--- src/rtl/keypad_scanner_pkg.sv ---
package keypad_scanner_pkg;
  localparam int NCOL   = 4;
  localparam int PORT_W = 2 * NCOL;
  localparam int STEP_W = $clog2(NCOL);
  localparam logic [7:0] NO_KEY = 8'hFF;

  function automatic logic [7:0] code_to_key(input logic [7:0] code);
    logic [7:0] v;
    case (code)
      8'hD7: v = 8'h00;
      8'hED: v = 8'h01;
      8'h7E: v = 8'h02;
      8'h7D: v = 8'h03;
      8'hBE: v = 8'h04;
      8'hBD: v = 8'h05;
      8'hBB: v = 8'h06;
      8'hDD: v = 8'h07;
      8'hDB: v = 8'h08;
      8'h77: v = 8'h09;
      8'h7B: v = 8'h0A;
      8'hDE: v = 8'h0B;
      8'hEE: v = 8'h0C;
      8'hEB: v = 8'h0D;
      8'hB7: v = 8'h0E;
      8'hE7: v = 8'h0F;
      default: v = NO_KEY;
    endcase
    return v;
  endfunction
endpackage

--- src/rtl/keypad_col_walker.sv ---
module keypad_col_walker #(
  parameter int NCOL = 4,
  localparam int PW = 2 * NCOL,
  localparam int SW = (NCOL > 1) ? $clog2(NCOL) : 1
) (
  input  logic          clk,
  input  logic          rst_n,
  input  logic          tick,
  input  logic          hit,
  input  logic          report,
  output logic [PW-1:0] drive,
  output logic          scan_key,
  output logic          scan_empty
);
  logic [SW-1:0] step;
  logic          held;
  logic          last;

  assign last       = (step == SW'(NCOL - 1));
  assign scan_key   = tick & ~held & hit;
  assign scan_empty = tick & ~held & ~hit & last;

  always_ff @(posedge clk or negedge rst_n) begin
    if (!rst_n) begin
      step <= '0;
      held <= 1'b0;
    end else if (tick) begin
      if (held) begin
        if (!hit) begin
          held <= 1'b0;
          step <= '0;
        end
      end else if (hit) begin
        if (report) held <= 1'b1;
        else        step <= '0;
      end else if (last) begin
        step <= '0;
      end else begin
        step <= step + SW'(1);
      end
    end
  end

  for (genvar i = 0; i < NCOL; i++) begin : g_col
    assign drive[PW-1-i] = (step != SW'(i));
    assign drive[i]      = 1'b1;
  end

  assert_one_col_R1: assert property (@(posedge clk) disable iff (!rst_n)
    ($countones(drive[PW-1 -: NCOL]) == NCOL - 1) && (&drive[NCOL-1:0]));

  assert_tick_gate_R2: assert property (@(posedge clk) disable iff (!rst_n)
    !tick |=> $stable(drive));

  assert_parked_R7: assert property (@(posedge clk) disable iff (!rst_n)
    (tick && report) |=> $stable(drive));
endmodule

--- src/rtl/keypad_debounce.sv ---
module keypad_debounce #(
  parameter int PW = 8
) (
  input  logic          clk,
  input  logic          rst_n,
  input  logic          scan_key,
  input  logic          scan_empty,
  input  logic [PW-1:0] code,
  output logic          report
);
  logic          armed;
  logic          have_prev;
  logic [PW-1:0] prev_code;

  assign report = scan_key & armed & have_prev & (prev_code == code);

  always_ff @(posedge clk or negedge rst_n) begin
    if (!rst_n) begin
      armed     <= 1'b0;
      have_prev <= 1'b0;
      prev_code <= '1;
    end else if (scan_key) begin
      have_prev <= 1'b1;
      prev_code <= code;
      if (report) armed <= 1'b0;
    end else if (scan_empty) begin
      armed     <= 1'b1;
      have_prev <= 1'b0;
    end
  end

  assert_rearm_R8: assert property (@(posedge clk) disable iff (!rst_n)
    report |=> !report);
endmodule

--- src/rtl/keypad_code_map.sv ---
module keypad_code_map
  import keypad_scanner_pkg::*;
(
  input  logic [7:0] code,
  output logic [7:0] value,
  output logic       miss
);
  assign value = code_to_key(code);
  assign miss  = (value == NO_KEY);
endmodule

--- src/rtl/keypad_scanner.sv ---
module keypad_scanner
  import keypad_scanner_pkg::*;
(
  input  logic       clk,
  input  logic       rst_n,
  input  logic       scan_tick,
  input  logic [7:0] port_in,
  output logic [7:0] drive_out,
  output logic [7:0] key_value,
  output logic       key_valid,
  output logic       key_invalid
);
  logic       hit;
  logic       report;
  logic       scan_key;
  logic       scan_empty;
  logic [7:0] mapped;
  logic       miss;

  assign hit = (port_in != drive_out);

  keypad_col_walker #(.NCOL(NCOL)) u_walker (
    .clk(clk), .rst_n(rst_n), .tick(scan_tick), .hit(hit), .report(report),
    .drive(drive_out), .scan_key(scan_key), .scan_empty(scan_empty)
  );

  keypad_debounce #(.PW(PORT_W)) u_debounce (
    .clk(clk), .rst_n(rst_n), .scan_key(scan_key), .scan_empty(scan_empty),
    .code(port_in), .report(report)
  );

  keypad_code_map u_map (.code(port_in), .value(mapped), .miss(miss));

  always_ff @(posedge clk or negedge rst_n) begin
    if (!rst_n) begin
      key_value   <= NO_KEY;
      key_valid   <= 1'b0;
      key_invalid <= 1'b0;
    end else begin
      key_valid   <= report & ~miss;
      key_invalid <= report & miss;
      if (report) key_value <= mapped;
    end
  end

  assert_strobe_excl_R10: assert property (@(posedge clk) disable iff (!rst_n)
    !(key_valid && key_invalid));

  assert_strobe_pulse_R10: assert property (@(posedge clk) disable iff (!rst_n)
    (key_valid || key_invalid) |=> !(key_valid || key_invalid));

  assert_invalid_ff_R6: assert property (@(posedge clk) disable iff (!rst_n)
    key_invalid |-> key_value == NO_KEY);

  assert_valid_hex_R5: assert property (@(posedge clk) disable iff (!rst_n)
    key_valid |-> key_value < 8'h10);

  assert_report_needs_hit_R3: assert property (@(posedge clk) disable iff (!rst_n)
    (key_valid || key_invalid) |-> $past(scan_tick && hit));
endmodule

--- config.mk ---
export PLATFORM = sky130hd
export DESIGN_NAME = keypad_scanner
export DESIGN_NICKNAME = d
export VERILOG_FILES = /design/src/rtl/keypad_scanner_pkg.sv /design/src/rtl/keypad_col_walker.sv /design/src/rtl/keypad_debounce.sv /design/src/rtl/keypad_code_map.sv /design/src/rtl/keypad_scanner.sv
export SDC_FILE = /design/constraint.sdc
export NUM_CORES = 1
export LEC_CHECK = 0
export BUFFER_PORTS_ARGS = -buffer_cell sky130_fd_sc_hd__buf_4
export CAP_MARGIN = 10
export CELL_PAD_IN_SITES_DETAIL_PLACEMENT = 1
export CELL_PAD_IN_SITES_GLOBAL_PLACEMENT = 1
export CORE_ASPECT_RATIO = 0.5
export CORE_UTILIZATION = 39
export DETAILED_ROUTE_END_ITERATION = 10
export GPL_TIMING_DRIVEN = 0
export MAX_ROUTING_LAYER = met4
export PLACE_DENSITY_LB_ADDON = 0.1
export SYNTH_ARGS = -nofsm -noshare
export SYNTH_HDL_FRONTEND = slang
export SYNTH_HIERARCHICAL = 1
export SYNTH_SLANG_ARGS = --single-unit
--- constraint.sdc ---
create_clock -name clk -period 2.1 [get_ports clk]
set_input_delay 0.21 -clock clk [delete_from_list [all_inputs] [get_ports clk]]
set_output_delay 0.21 -clock clk [all_outputs]
set_load 0.05 [all_outputs]
After elaboration in Yosys (flattened, before gate mapping)
Cells that the tools add are included.

Bits in registers: 23. Input bits: 11. Output and inout port bits: 18. Word-level logic and storage cells: 66.

Add/sub/neg operators: 1. Equal/unequal tests: 26. Multiplexer cells: 15. Bitwise logic cells: 12. Reductions and logical operators: 4.

Operator list (count): $pmux W8 S16 (1); $eq A8 B8 Y1 const B (13); $eq A8 B7 Y1 const B (4); $mux W2 (5); $ne A2 B2 Y1 const B (5); $and A1 B1 Y1 (9); $mux W1 (9); $eq A8 B8 Y1 (1); $ne A8 B8 Y1 (1); $reduce_bool A2 Y1 (2); $not A1 Y1 (3); $reduce_and A3 Y1 (1); $add A2 B1 Y2 const B (1); $eq A2 B2 Y1 const B (1); $ne A2 B1 Y1 const B (1); $reduce_and A2 Y1 (1).

Longest topological paths before layout
Word-level depth: 9. Gate-level depth with buffers: 13. Depth with buffers taken out: 13.

Hierarchy
Netlist, hierarchy kept.

By module, submodules not included: keypad_code_map (times used 1, cells an instance 70, area each 490.5 µm², sequential area each 0.0 µm²); keypad_debounce (times used 1, cells an instance 35, area each 474.2 µm², sequential area each 260.2 µm²); keypad_scanner (times used 1, cells an instance 32, area each 456.7 µm², sequential area each 260.2 µm²); keypad_col_walker (times used 1, cells an instance 30, area each 255.2 µm², sequential area each 75.1 µm²).

Least setup slack after synthesis
OpenSTA, ideal clock, no wires.

Path kind: register -> register. Start point: reg u_walker.step[0]. End point: reg key_value[0]. Setup time: 82 ps. Arrival time: 2299 ps. Required time: 2018 ps. Slack: -281 ps. Cell stages (with the launch flop): 13. Buffers on the path: 1. Clock period less this slack: 2381 ps. Cell sequence: dfrtp_1 -> inv_1 -> ha_1 -> inv_1 -> xor2_1 -> nor4_1 -> nand2_1 -> nand2_1 -> nor2_1 -> nand4_1 -> nor3_2 -> buf_4 -> mux2_2.

Longest elaborated chain between the ends: 6. Elaborated cells on any way between the ends: 9. Classes of those cells: eq/ne (4); bitwise (4); reduce/logical (1).

Ends and longest elaborated chain: from (decl) (RTL line keypad_col_walker.sv:15) `logic [SW-1:0] step;`; from (signal assigned) (RTL line keypad_col_walker.sv:39) `step <= step + SW'(1);`; $ne A2 B2 Y1 (RTL line keypad_col_walker.sv:45) `assign drive[PW-1-i] = (step != SW'(i));`; via drive_out[5] (RTL line keypad_scanner.sv:8) `output logic [7:0] drive_out,`; $ne A8 B8 Y1 (RTL line keypad_scanner.sv:20) `assign hit = (port_in != drive_out);`; via hit (RTL line keypad_scanner.sv:13) `logic hit;`; $and A1 B1 Y1 (RTL line keypad_col_walker.sv:20) `assign scan_key = tick & ~held & hit;`; via scan_key (RTL line keypad_scanner.sv:15) `logic scan_key;`; $and A1 B1 Y1 (3 in series) (RTL line keypad_debounce.sv:15) `assign report = scan_key & armed & have_prev & (prev_code == code);`; via report (RTL line keypad_scanner.sv:14) `logic report;`; to (signal assigned) (RTL line keypad_scanner.sv:42) `if (report) key_value <= mapped;`; to (decl) (RTL line keypad_scanner.sv:9) `output logic [7:0] key_value,`.

The timed path passes the listed nets, and every way through them passes these cells. A chain may end at the register's enable or synchronous reset.

Worst setup path in the final report
Start point: reg u_walker.step[1]. End point: reg key_value[0].

Longest elaborated chain between the ends: 6. Elaborated cells on any way between the ends: 9. Classes of those cells: eq/ne (4); bitwise (4); reduce/logical (1).

Ends and longest elaborated chain (RTL line): $ne A2 B2 Y1 (tied with other cells) (keypad_col_walker.sv:45); $ne A8 B8 Y1 * (keypad_scanner.sv:20); via hit (keypad_scanner.sv:13); $and A1 B1 Y1 * (keypad_col_walker.sv:20); via scan_key (keypad_scanner.sv:15); $and A1 B1 Y1 * (3 in series) (keypad_debounce.sv:15); via report (keypad_scanner.sv:14).

The timed path passes the listed nets; every way through them passes the cells marked *.

==> results.py <==
metrics = {
    "sta": {
        "rsz0062_at_grt": "true",
        "relSlewSlack": 0.6794,
        "fmax_mhz": 442.5,
        "final-setup-viol-count": 14,
        "drv_slew": 0,
        "fin_crit_sh": 1.076,
        "hold_violations": 0,
        "tightest_slew_ns": 0.4688,
        "period_needed_ns": 2.260,
        "final.setup_skew_ns": 0.008566,
        "layout_setup_ws_ns": -0.1599,
    },
    "die": {
        "row_count": 16,
        "dieWidth_um": 94.73,
        "io_pins": 29,
        "die_area_sq_um": 4581,
        "core_sq_um": 4004,
        "die_y_um": 48.37,
        "start_util": 0.4187,
    },
    "worst_hold_path": {
        "whs_path_depth": 2,
        "hold_class": "in2reg",
        "hp-start": "scan_tick",
    },
    "place": {
        "io_buffers": 24,
        "numPlacedInstances": 248,
        "hpwlAfterDp_um": 2848,
        "dpl_cell_area_sq_um": 1954,
        "gp_congestion": 0.8097,
    },
    "layout": {
        "fin_nets": 225,
        "fin_area_sq_um": 2208,
        "drive_gt1_frac": 0.5550,
        "final_cells": 263,
        "final_common_cell": "buf_4",
        "final_cell_mix": "42 x buf_4, 16 x dfstp_2, 13 x xnor2_1",
        "syn2layout_area_growth_pct": 31.72,
        "fill_cells": 449,
        "num_antenna_cells": 0,
        "multi_input_area_sq_um": 1026,
        "final-seq-area_sq_um": 598.1,
    },
    "setup_path": {
        "slowest_stage": "dfrtp_2",
        "r2r_cells": 12,
        "end_kind": "flop",
        "path_delay_family": "simple AND/OR/NAND/NOR gates",
        "crit_type": "reg2reg",
        "crit_path_max_incr_delay_ns": 0.46,
        "cp_data_required_time_ns": 2.30,
        "path_cells": "buf_6 -> ha_4 -> clkinvlp_4 -> xor2_2 -> nor4_2 -> nand2_1 -> nand2_1 -> nor2_2 -> nand4_1 -> nor3_4 -> buf_6 -> mux2_4",
        "cp-start-kind": "flop",
        "crit_start": "u_walker/step[1]",
        "path_depth": 12,
        "path_max_fanout": 5,
        "worstReg2RegStart": "u_walker/step[1]",
        "crit_buf_inv": 3,
        "cp.arrival_ns": 2.46,
    },
    "run_status": {
        "outcome": "finished, violations left",
        "violations": "negative setup slack",
    },
    "routing": {
        "drc": 0,
        "dr_total_vias": 1323,
        "drtPass1Iterations": 4,
        "drtAntennaViolNets": 0,
        "wire_per_inst_um": 15.58,
        "drt-initial-drc-count": 47,
        "via_per_inst": 5.030,
        "routed_wl_um": 4098,
    },
    "pwr": {
        "powerDensity_nw_per_um2": 612.8,
        "vdd_drop_max_uv": 282.0,
        "p_leak_nw": 0.8840,
    },
    "flow_run": {
        "maxCapViolCount": 0,
    },
    "synthesis": {
        "synth_area_per_cell_sq_um": 10.04,
        "seq_area_frac_synth": 0.3552,
        "synth_seq_cells": 23,
        "yosys_warnings": 6,
        "ys_types": 46,
        "synth_area_sq_um": 1677,
        "netlist_instances": 167,
    },
    "global_route": {
        "antenna_found_initial": 0,
        "overflow": 0,
        "grt_pass1_wl_um": 6423,
        "grt_pass1_vias": 1295,
        "gr-usage-all-layers": 0.1857,
        "grt_max_degree": 24,
    },
    "clocking": {
        "clkTransAtPathRegs_ns": 0.09,
        "clk_latency_ns": 0.27,
        "numCtsBuffers": 3,
        "cts.sink_count": 23,
        "cts_max_path_buffers": 2,
        "cts_htree_levels": 1,
        "cts_tree": "done",
        "root_buffer": "clkbuf_8",
    },
}
==> power by group <==
group	internal (mW)	switching, mW
Clock	0.135	0.155
Sequential	0.543	0.0376
Combinational	0.199	0.285
==> cell type report <==
class	count	share of cell area
repair buffers	35	0.1269
clock inverters	1	0.003399
inverters	11	0.02493
clock buffers	3	0.01870
flip-flops and latches	23	0.2708
multi-input cells	118	0.4646
well taps	54	0.03059
plain buffers	18	0.06006
==> synth_stat cells, drive strengths merged <==
cell | number | area [sq um]
nand2b | 4 | 25.02
nand2 | 10 | 45.04
dfrtp | 7 | 175.2
and2 | 2 | 13.77
nor2b | 2 | 12.51
nor4 | 3 | 18.77
buf | 18 | 128.9
o221ai | 1 | 15.01
o22ai | 2 | 12.51
nor2 | 5 | 18.77
nand4 | 2 | 12.51
nand4b | 5 | 43.79
xor2 | 8 | 70.07
nor3 | 4 | 25.02
nand3 | 2 | 10.01
mux2 | 16 | 180.2
o2111ai | 1 | 8.760
or2 | 1 | 6.260
dfstp | 16 | 420.4
and4b | 1 | 10.01
nand4bb | 1 | 11.26
a21boi | 1 | 7.510
o211ai | 1 | 7.510
nor4b | 1 | 8.760
o21ai | 5 | 25.02
o22a | 1 | 8.760
a2111oi | 2 | 23.77
ha | 4 | 50.05
inv | 11 | 41.29
o31ai | 1 | 7.510
or3 | 2 | 17.52
nor3b | 2 | 25.02
a22o | 2 | 20.02
xnor2 | 13 | 113.9
conb | 1 | 3.750
a21o | 1 | 7.510
a211oi | 2 | 15.01
a21oi | 6 | 30.03
==> through the flow <==
step | hold slack, ns | total power, mW | util | setup TNS [ns] | worst slack, ns
global placement | 0.1159 | 1.022 | 0.4881 | -2.610 | -0.2843
detailed placement | 0.1227 | 1.036 | 0.4881 | -3.284 | -0.3359
finish | 0.1367 | 1.353 | 0.5516 | -1.606 | -0.1599
global route | 0.1423 | 1.422 | 0.5516 | -3.975 | -0.3022
floorplan | -0.08559 | 0.9088 | - | -2.479 | -0.2381
CTS | 0.1256 | 1.336 | 0.5225 | -2.176 | -0.2065
==> metal layers <==
layer	routed length (um)	GRT usage
met3	98	0.04245
met2	1990	0.2866
met4	7	0.01515
met5	0	-
met1	2001	0.2597
==> final timing paths <==
path | endpoint | slack (ns)
max in group asynchronous | key_value[6] | 1.45
min in group asynchronous | u_debounce/armed | 0.37
worst min register to register | u_debounce/have_prev | 0.49
worst min-delay path | u_walker/held | 0.14
worst max register to register | key_value[0] | -0.16
worst max-delay path | key_value[0] | -0.16
==> flip-flops by register name, summed over array words and instances, names as in the netlist <==
signal,cells
u_walker/held,1
key_valid,1
u_walker/step,2
u_debounce/have_prev,1
key_value,8
u_debounce/armed,1
u_debounce/prev_code,8
key_invalid,1
==> logic make-up (layout without fill, tap and decap cells) <==
group | count (synthesis) | after routing | share of synthesized area
XOR/XNOR | 21 | 21 | 0.1097
buffers and inverters | 29 | 68 | 0.1015
other | 1 | 4 | 0.002237
adder cells (fa/ha/maj) | 4 | 4 | 0.02985
flip-flops | 23 | 23 | 0.3552
AO/OA/AOI/OAI | 26 | 26 | 0.1127
multiplexers | 16 | 16 | 0.1075
AND/OR/NAND/NOR | 47 | 47 | 0.1813
==> what timing repair did <==
item | 4_1_cts | 5_1_grt
setup endpoints to repair | 22 | 23
hold endpoints to repair | 7 | 0
resized for setup | 10 | 19
setup buffers | 4 | 5
gates cloned | 1 | 0
hold buffers | 1 | 0
pin swaps | 8 | 8
==> worst reg2reg max path: cells and delay by family (launching register included) <==
family                   cells  cell delay, ns
multiplexers                 1            0.30
adder cells (fa/ha/maj)      1            0.15
buffers and inverters        3            0.41
XOR/XNOR                     1            0.16
flip-flops                   1            0.46
AND/OR/NAND/NOR              6            0.71
Power figures use the tool's default switching activity.
